File: src/rtl/uart_cmd_pkg.sv
package uart_cmd_pkg;
  localparam int BYTE_W = 8;

  typedef enum logic [1:0] {
    A_DATA = 2'd0,
    A_STAT = 2'd1,
    A_CMD  = 2'd2,
    A_NONE = 2'd3
  } reg_addr_e;

  // Parity bit for a byte; sel = command bits 7:6
  // 00 odd, 01 even, 10 forced one, 11 forced zero
  function automatic logic par_bit(input logic [1:0] sel, input logic [BYTE_W-1:0] d);
    case (sel)
      2'b00:   par_bit = ~^d;
      2'b01:   par_bit = ^d;
      2'b10:   par_bit = 1'b1;
      default: par_bit = 1'b0;
    endcase
  endfunction

  // Received parity is compared only in odd or even mode
  function automatic logic par_checked(input logic [2:0] pm);
    par_checked = pm[0] && !pm[2];
  endfunction
endpackage

File: src/rtl/uart_cmd_tx.sv
module uart_cmd_tx
  import uart_cmd_pkg::*;
#(
  parameter int OVS = 16
) (
  input  logic              clk,
  input  logic              rst_n,
  input  logic              tick,
  input  logic              start,
  input  logic [BYTE_W-1:0] data,
  input  logic              pen,
  input  logic              pbit,
  output logic              line,
  output logic              busy
);
  localparam int FW = BYTE_W + 3;
  localparam int LW = $clog2(FW + 1);
  localparam int CW = $clog2(OVS);
  localparam logic [CW-1:0] LAST = CW'(OVS - 1);

  logic [FW-1:0] frame_q;
  logic [LW-1:0] left_q;
  logic [CW-1:0] cnt_q;

  always_ff @(posedge clk or negedge rst_n) begin
    if (!rst_n) begin
      frame_q <= '1;
      left_q  <= '0;
      cnt_q   <= '0;
      busy    <= 1'b0;
    end else if (start) begin
      frame_q <= {1'b1, (pen ? pbit : 1'b1), data, 1'b0};
      left_q  <= pen ? LW'(FW) : LW'(FW - 1);
      cnt_q   <= '0;
      busy    <= 1'b1;
    end else if (busy && tick) begin
      if (cnt_q == LAST) begin
        cnt_q   <= '0;
        frame_q <= {1'b1, frame_q[FW-1:1]};
        left_q  <= left_q - 1'b1;
        if (left_q == LW'(1)) busy <= 1'b0;
      end else begin
        cnt_q <= cnt_q + 1'b1;
      end
    end
  end

  assign line = busy ? frame_q[0] : 1'b1;

  // a start request is followed by the start bit on the line
  p_start_bit_r2: assert property (@(posedge clk) disable iff (!rst_n)
    start |=> (busy && !line));
  // no new frame is requested while one is being shifted out
  p_no_restart_r2: assert property (@(posedge clk) disable iff (!rst_n)
    busy |-> !start);
endmodule

File: src/rtl/uart_cmd_rx.sv
module uart_cmd_rx
  import uart_cmd_pkg::*;
#(
  parameter int OVS = 16
) (
  input  logic              clk,
  input  logic              rst_n,
  input  logic              en,
  input  logic              tick,
  input  logic              rxd,
  input  logic              pen,
  input  logic              chk_en,
  input  logic [1:0]        psel,
  output logic              done,
  output logic [BYTE_W-1:0] data,
  output logic              perr,
  output logic              ferr
);
  localparam int NB = BYTE_W + 1;
  localparam int IW = $clog2(NB + 1);
  localparam int CW = $clog2(OVS);
  localparam logic [CW-1:0] MID  = CW'(OVS / 2 - 1);
  localparam logic [CW-1:0] LAST = CW'(OVS - 1);

  typedef enum logic [1:0] {RX_IDLE, RX_START, RX_BITS} rx_st_e;

  rx_st_e        st_q;
  logic [2:0]    sync_q;
  logic [NB-1:0] sh_q;
  logic [IW-1:0] idx_q;
  logic [CW-1:0] cnt_q;
  logic          rxd_s, fall;
  logic [IW-1:0] nbits;

  assign rxd_s = sync_q[1];
  assign fall  = !sync_q[1] && sync_q[2];
  assign nbits = pen ? IW'(NB) : IW'(BYTE_W);

  always_ff @(posedge clk or negedge rst_n) begin
    if (!rst_n) begin
      sync_q <= '1;
      st_q   <= RX_IDLE;
      sh_q   <= '0;
      idx_q  <= '0;
      cnt_q  <= '0;
      done   <= 1'b0;
      data   <= '0;
      perr   <= 1'b0;
      ferr   <= 1'b0;
    end else begin
      sync_q <= {sync_q[1:0], rxd};
      done   <= 1'b0;
      if (!en) begin
        st_q <= RX_IDLE;
      end else begin
        case (st_q)
          RX_IDLE: if (fall) begin
            st_q  <= RX_START;
            cnt_q <= '0;
          end
          RX_START: if (tick) begin
            if (cnt_q == MID) begin
              cnt_q <= '0;
              idx_q <= '0;
              st_q  <= rxd_s ? RX_IDLE : RX_BITS;
            end else begin
              cnt_q <= cnt_q + 1'b1;
            end
          end
          default: if (tick) begin
            if (cnt_q == LAST) begin
              cnt_q <= '0;
              if (idx_q < nbits) begin
                sh_q[idx_q] <= rxd_s;
                idx_q       <= idx_q + 1'b1;
              end else begin
                done <= 1'b1;
                data <= sh_q[BYTE_W-1:0];
                perr <= chk_en && (sh_q[NB-1] != par_bit(psel, sh_q[BYTE_W-1:0]));
                ferr <= !rxd_s;
                st_q <= RX_IDLE;
              end
            end else begin
              cnt_q <= cnt_q + 1'b1;
            end
          end
        endcase
      end
    end
  end

  // a disabled receiver never reports a character
  p_rx_off_r10: assert property (@(posedge clk) disable iff (!rst_n)
    !en |=> !done);
  // character completion is a single-cycle event
  p_done_pulse_r2: assert property (@(posedge clk) disable iff (!rst_n)
    done |=> !done);
endmodule

File: src/rtl/uart_cmd_ctrl.sv
module uart_cmd_ctrl
  import uart_cmd_pkg::*;
#(
  parameter int OVS = 16
) (
  input  logic              clk,
  input  logic              rst_n,
  input  logic              baud_tick,
  input  logic              reg_wr,
  input  logic              reg_rd,
  input  logic [1:0]        reg_addr,
  input  logic [BYTE_W-1:0] reg_wdata,
  output logic [BYTE_W-1:0] reg_rdata,
  input  logic              rxd,
  output logic              txd,
  output logic              rts_n,
  output logic              dtr_n,
  output logic              irq_n
);
  logic [BYTE_W-1:0] cmd_q, hold_q, rbuf_q, echo_q;
  logic hold_full, rdrf, pe_q, fe_q, ovr_q, echo_pend, txd_q, irq_q;

  // Command decode, brought out as named wires
  logic [1:0] txc;
  logic tx_on, brk, txie, echo_on, rx_en, pen, chk_en;
  assign txc     = cmd_q[3:2];
  assign tx_on   = (txc == 2'b01) || (txc == 2'b10);
  assign brk     = (txc == 2'b11);
  assign txie    = (txc == 2'b01);
  assign echo_on = cmd_q[4] && (txc == 2'b00);
  assign rx_en   = cmd_q[0];
  assign pen     = cmd_q[5];
  assign chk_en  = par_checked(cmd_q[7:5]);

  // Bus events
  logic wr_cmd, wr_dat, rd_dat;
  assign wr_cmd = reg_wr && (reg_addr == A_CMD);
  assign wr_dat = reg_wr && (reg_addr == A_DATA);
  assign rd_dat = reg_rd && (reg_addr == A_DATA);

  // Transmit launch
  logic tx_busy, tx_line, tx_start, drain_hold;
  logic [BYTE_W-1:0] tx_data;
  assign tx_start   = !tx_busy && (echo_pend || (hold_full && tx_on));
  assign drain_hold = tx_start && !echo_pend;
  assign tx_data    = echo_pend ? echo_q : hold_q;

  logic rx_done, rx_perr, rx_ferr;
  logic [BYTE_W-1:0] rx_data;

  uart_cmd_tx #(.OVS(OVS)) u_tx (
    .clk(clk), .rst_n(rst_n), .tick(baud_tick), .start(tx_start),
    .data(tx_data), .pen(pen), .pbit(par_bit(cmd_q[7:6], tx_data)),
    .line(tx_line), .busy(tx_busy)
  );

  uart_cmd_rx #(.OVS(OVS)) u_rx (
    .clk(clk), .rst_n(rst_n), .en(rx_en), .tick(baud_tick), .rxd(rxd),
    .pen(pen), .chk_en(chk_en), .psel(cmd_q[7:6]),
    .done(rx_done), .data(rx_data), .perr(rx_perr), .ferr(rx_ferr)
  );

  always_ff @(posedge clk or negedge rst_n) begin
    if (!rst_n) begin
      cmd_q     <= '0;
      hold_q    <= '0;
      hold_full <= 1'b0;
      echo_q    <= '0;
      echo_pend <= 1'b0;
      rbuf_q    <= '0;
      rdrf      <= 1'b0;
      pe_q      <= 1'b0;
      fe_q      <= 1'b0;
      ovr_q     <= 1'b0;
      txd_q     <= 1'b1;
      irq_q     <= 1'b1;
    end else begin
      if (wr_cmd) cmd_q <= reg_wdata;

      if (wr_dat) begin
        hold_q    <= reg_wdata;
        hold_full <= 1'b1;
      end else if (drain_hold) begin
        hold_full <= 1'b0;
      end

      if (rx_done && echo_on) begin
        echo_q    <= rx_data;
        echo_pend <= 1'b1;
      end else if (tx_start) begin
        echo_pend <= 1'b0;
      end

      if (rx_done) begin
        if (rdrf && !rd_dat) begin
          ovr_q <= 1'b1;
        end else begin
          rbuf_q <= rx_data;
          rdrf   <= 1'b1;
          pe_q   <= rx_perr;
          fe_q   <= rx_ferr;
          ovr_q  <= 1'b0;
        end
      end else if (rd_dat) begin
        rdrf  <= 1'b0;
        pe_q  <= 1'b0;
        fe_q  <= 1'b0;
        ovr_q <= 1'b0;
      end

      txd_q <= brk ? 1'b0 : tx_line;
      irq_q <= !(rx_en && ((!cmd_q[1] && rdrf) || (txie && !hold_full)));
    end
  end

  always_comb begin
    case (reg_addr)
      A_DATA:  reg_rdata = rbuf_q;
      A_STAT:  reg_rdata = {3'b000, !hold_full, rdrf, ovr_q, fe_q, pe_q};
      A_CMD:   reg_rdata = cmd_q;
      default: reg_rdata = '0;
    endcase
  end

  assign txd   = txd_q;
  assign irq_n = irq_q;
  assign rts_n = (txc == 2'b00);
  assign dtr_n = !cmd_q[0];

  // with the transmitter off a pending byte is never consumed
  p_txoff_hold_r4: assert property (@(posedge clk) disable iff (!rst_n)
    (!tx_on && hold_full) |=> hold_full);
  // break state forces the line low on the next cycle
  p_break_low_r7: assert property (@(posedge clk) disable iff (!rst_n)
    brk |=> !txd);
  // receiver disabled keeps the interrupt released
  p_irq_mask_r10: assert property (@(posedge clk) disable iff (!rst_n)
    !rx_en |=> irq_n);
  // a character landing on a full, unread buffer flags overrun
  p_overrun_r11: assert property (@(posedge clk) disable iff (!rst_n)
    (rx_done && rdrf && !rd_dat) |=> ovr_q);
endmodule

File: config.mk
export PLATFORM = sky130hd
export DESIGN_NAME = uart_cmd_ctrl
export DESIGN_NICKNAME = d
export VERILOG_FILES = /design/src/rtl/uart_cmd_pkg.sv /design/src/rtl/uart_cmd_tx.sv /design/src/rtl/uart_cmd_rx.sv /design/src/rtl/uart_cmd_ctrl.sv
export SDC_FILE = /design/constraint.sdc
export NUM_CORES = 1
export LEC_CHECK = 0
export BUFFER_PORTS_ARGS = -buffer_cell sky130_fd_sc_hd__buf_4
export CAP_MARGIN = 40
export CORE_ASPECT_RATIO = 0.9
export CORE_UTILIZATION = 40
export CTS_BUF_LIST = sky130_fd_sc_hd__clkbuf_16
export DETAILED_ROUTE_END_ITERATION = 12
export PLACE_DENSITY = 0.66
export SKIP_LAST_GASP = 1
export SLEW_MARGIN = 15
export SYNTH_ARGS = -nofsm -noshare
export SYNTH_HDL_FRONTEND = slang
export SYNTH_HIERARCHICAL = 1
export SYNTH_SLANG_ARGS = --single-unit
File: constraint.sdc
create_clock -name clk -period 4.55 [get_ports clk]
set_input_delay 0.91 -clock clk [delete_from_list [all_inputs] [get_ports clk]]
set_output_delay 0.91 -clock clk [all_outputs]
set_load 0.005 [all_outputs]
==> reports/metrics.yaml <==
placed_design:
  place_inst: 579
  post-dp-hpwl_um: 6570
  gp_congestion: 0.794
  io_buffer_count: 27
  dpl_worst_slack_ns: 1.88
  placed_cell_area_um2: 4960
drt:
  drtPass1Iterations: 6
  wl_per_cell_um: 15.9
  routed_wl_um: 9450
  via_count: 3120
  drt-initial-drc-count: 109
  viasPerCell: 5.24
  ant_nets: 0
  drc: 0
setup_path:
  timing.critical_path.buf_inv: 3
  crit_path_start: "reg_addr[0]"
  endpoint_kind: "output port"
  critPathArrivalTime_ns: 1.77
  slowest_delay_ns: 0.30
  critPathLaunchType: "input pin"
  critPathTopFamily: "buffers and inverters"
  cp.required_ns: 3.64
  r2r-start: "cmd_q[2]"
  cp_max_fo: 12
  setup.worst_path.class: "in2out"
  critPathSlowestCell: "nor2b_1"
  crit_top_cell: "buf_4"
  crit_chain: "buf_4, nor2b_1, inv_1, o22ai_1, buf_4"
sta:
  finalMaxSlewViolations: 0
  fin_crit_ns: 2.68
  rsz0062_at_grt: "no"
  clock.fmax_mhz: 373
  worst_pin_slew_ns: 0.787
  post-route-period-util: 0.589
  fin_worst_skew_ns: 0.00764
  post-route-worst-setup-slack_ns: 1.87
  maxSlewHeadroom: 0.475
  hold_violations: 0
  setup_tns_ns: 0
  holdWs_ns: 0.356
  finalSetupViolCount: 0
clock_tree:
  cts_buffers: 9
  clk_pin_slew_ns: 0.06
  htreeDepth: 3
  post_cts_buffers: 0
  cts_max_path_buffers: 2
  clkSinkCount: 92
  clk_latency_ns: 0.34
  root_buffer: "clkbuf_16"
  cts_tree: "done"
  ctsResizeCount: 0
  hold_buffers: 0
synthesis:
  syn_inst: 415
  yosysWarningCount: 6
  yosysSeqAreaShare: 0.495
  synthArstFlopShare: 1.00
  yosys_register_bits: 92
  synth_top_area_frac: 0.411
  synth_most_common_cell: "dfrtp_1"
  synth.largest_area_cell: "dfrtp_1"
  synth_area_um2: 4690
  synth_edf_count: 0
  ys_types: 56
  synth-main-ff-cell: "dfrtp_1"
  netlist_top_cells_count: "dfrtp_1 (77), mux2_2 (49), nand2_1 (31)"
  syn_nets: 442
  synthTopCellsByArea: "dfrtp_1 (41%), mux2_2 (12%), dfstp_2 (8.4%), ha_1 (2.9%), mux2i_1 (2.8%)"
  avgSynthCellArea_um2: 11.3
finish:
  post-route-util: 0.461
  layout-drive-gt1-share: 0.276
  fin_cells: 595
  seq_area_um2: 2320
  multi_input_area_um2: 2180
  syn_to_final_growth_pct: 12.4
  n_antenna_cell: 0
  postLayoutCellArea_um2: 5270
  fillerInstances: 1084
  final_nets: 461
die:
  ioPinCount: 28
  start_util: 0.410
  core_area_um2: 11400
  die_w_um: 116
  row_count: 37
  die_h_um: 105
  dieArea_um2: 12200
grt:
  grt_pass1_vias: 3170
  antenna_found_initial: 0
  grt_first_pass_wirelength_um: 15700
  grt_util_all_layers: 0.170
  grt_overflow: 0
  grt_max_degree: 64
job:
  maxCapViolCount: 0
power:
  sw_frac_of_total: 0.290
  power_frac_clock: 0.339
  powerDensity_nw_per_um2: 432
  vdd_drop_max_v: 0.000169
  total_power_mw: 2.27
  combPwrFrac: 0.186
  p_switching_mw: 0.660
  seqPwrFrac: 0.475
  leakagePower_nw: 2.38
  internal_power_mw: 1.61
worst_hold_path:
  hp-start: "u_rx/sync_q[0]"
  hp-class: "reg2reg"
outcome:
  status: "finished, final reports clean"
-- worst register-to-register path: stages (launching register included) --
cell,delay (ns)
dfrtp_1,0.44
inv_1,0.07
ha_1,0.29
a21oi_1,0.19
nor2_1,0.06
buf_4,0.24
or2_2,0.34
o32a_1,0.33
-- power groups by stage --
stage	sequential [mW]	clock (mW)	combinational [mW]
after floorplan	1.05	0	0.333
after global placement	1.09	0	0.406
after detailed placement	1.10	0	0.424
after CTS	1.08	0.796	0.426
after global routing	1.10	0.823	0.480
final	1.08	0.772	0.422
-- cells by family after synthesis --
family                     synth area share
buffers and inverters                0.0395
DFF                                   0.495
muxes                                 0.165
AOI/OAI and AO/OA                     0.100
adders and majority gates            0.0294
xor gates and xnor gates             0.0392
and+or+nand+nor                       0.132
-- sequential cells by signal, indices dropped and copies added (netlist names), 2 cells and up --
name and cells:
cmd_q 8, echo_q 8, hold_q 8, rbuf_q 8, u_rx/cnt_q 4, u_rx/data 8, u_rx/idx_q 4, u_rx/sh_q 9
u_rx/st_q 2, u_rx/sync_q 3, u_tx/cnt_q 4, u_tx/frame_q 10, u_tx/left_q 4
-- cell type report --
| class | instances | share of cell area |
|---|---|---|
| Clock inverter | 7 | 0.0159 |
| Sequential cell | 92 | 0.441 |
| Multi-Input combinational cell | 290 | 0.414 |
| Timing Repair Buffer | 29 | 0.0413 |
| Clock buffer | 9 | 0.0427 |
| Inverter | 12 | 0.00855 |
| Tap cell | 156 | 0.0370 |
-- final timing paths --
check	slack, ns	end	depth (start not counted)
worst min-delay path	0.36	u_rx/sync_q[1]	0
worst max-delay path	1.87	reg_rdata[4]	5
worst max register to register	2.47	u_tx/busy	7
max in group asynchronous	2.98	txd	2
min in group asynchronous	0.65	u_rx/idx_q[1]	1
worst min register to register	0.36	u_rx/sync_q[1]	0
-- cells in the final DEF, fill, tap and decap left out, types with 2 or more instances in the layout --
cell / count
a211o_1: 3
a21o_1: 2
a21oi_1: 21
a22o_1: 2
a31oi_1: 11
and2_1: 3
and3_1: 4
buf_4: 29
clkbuf_16: 9
clkinvlp_4: 3
dfrtp_1: 77
dfstp_2: 15
ha_1: 11
inv_1: 12
inv_8: 2
mux2_1: 8
mux2_2: 49
mux2i_1: 13
nand2_1: 31
nand2b_1: 6
nand3_1: 9
nand3b_1: 3
nand4_1: 2
nor2_1: 19
nor2b_1: 12
nor3_1: 4
nor3b_2: 2
nor4b_1: 2
o21ai_0: 22
o21ai_1: 3
o22ai_1: 3
o31a_1: 2
xnor2_1: 11
xor2_1: 10
-- routing by layer --
metal  track usage  vias up  part of all wire
li1              -     1513                 -
met1         0.228     1548              0.47
met2         0.267       48              0.48
met3        0.0429       11             0.032
met4        0.0577        0             0.015
met5             0        -                 0
Note: power is estimated with default switching activity, not from simulation.
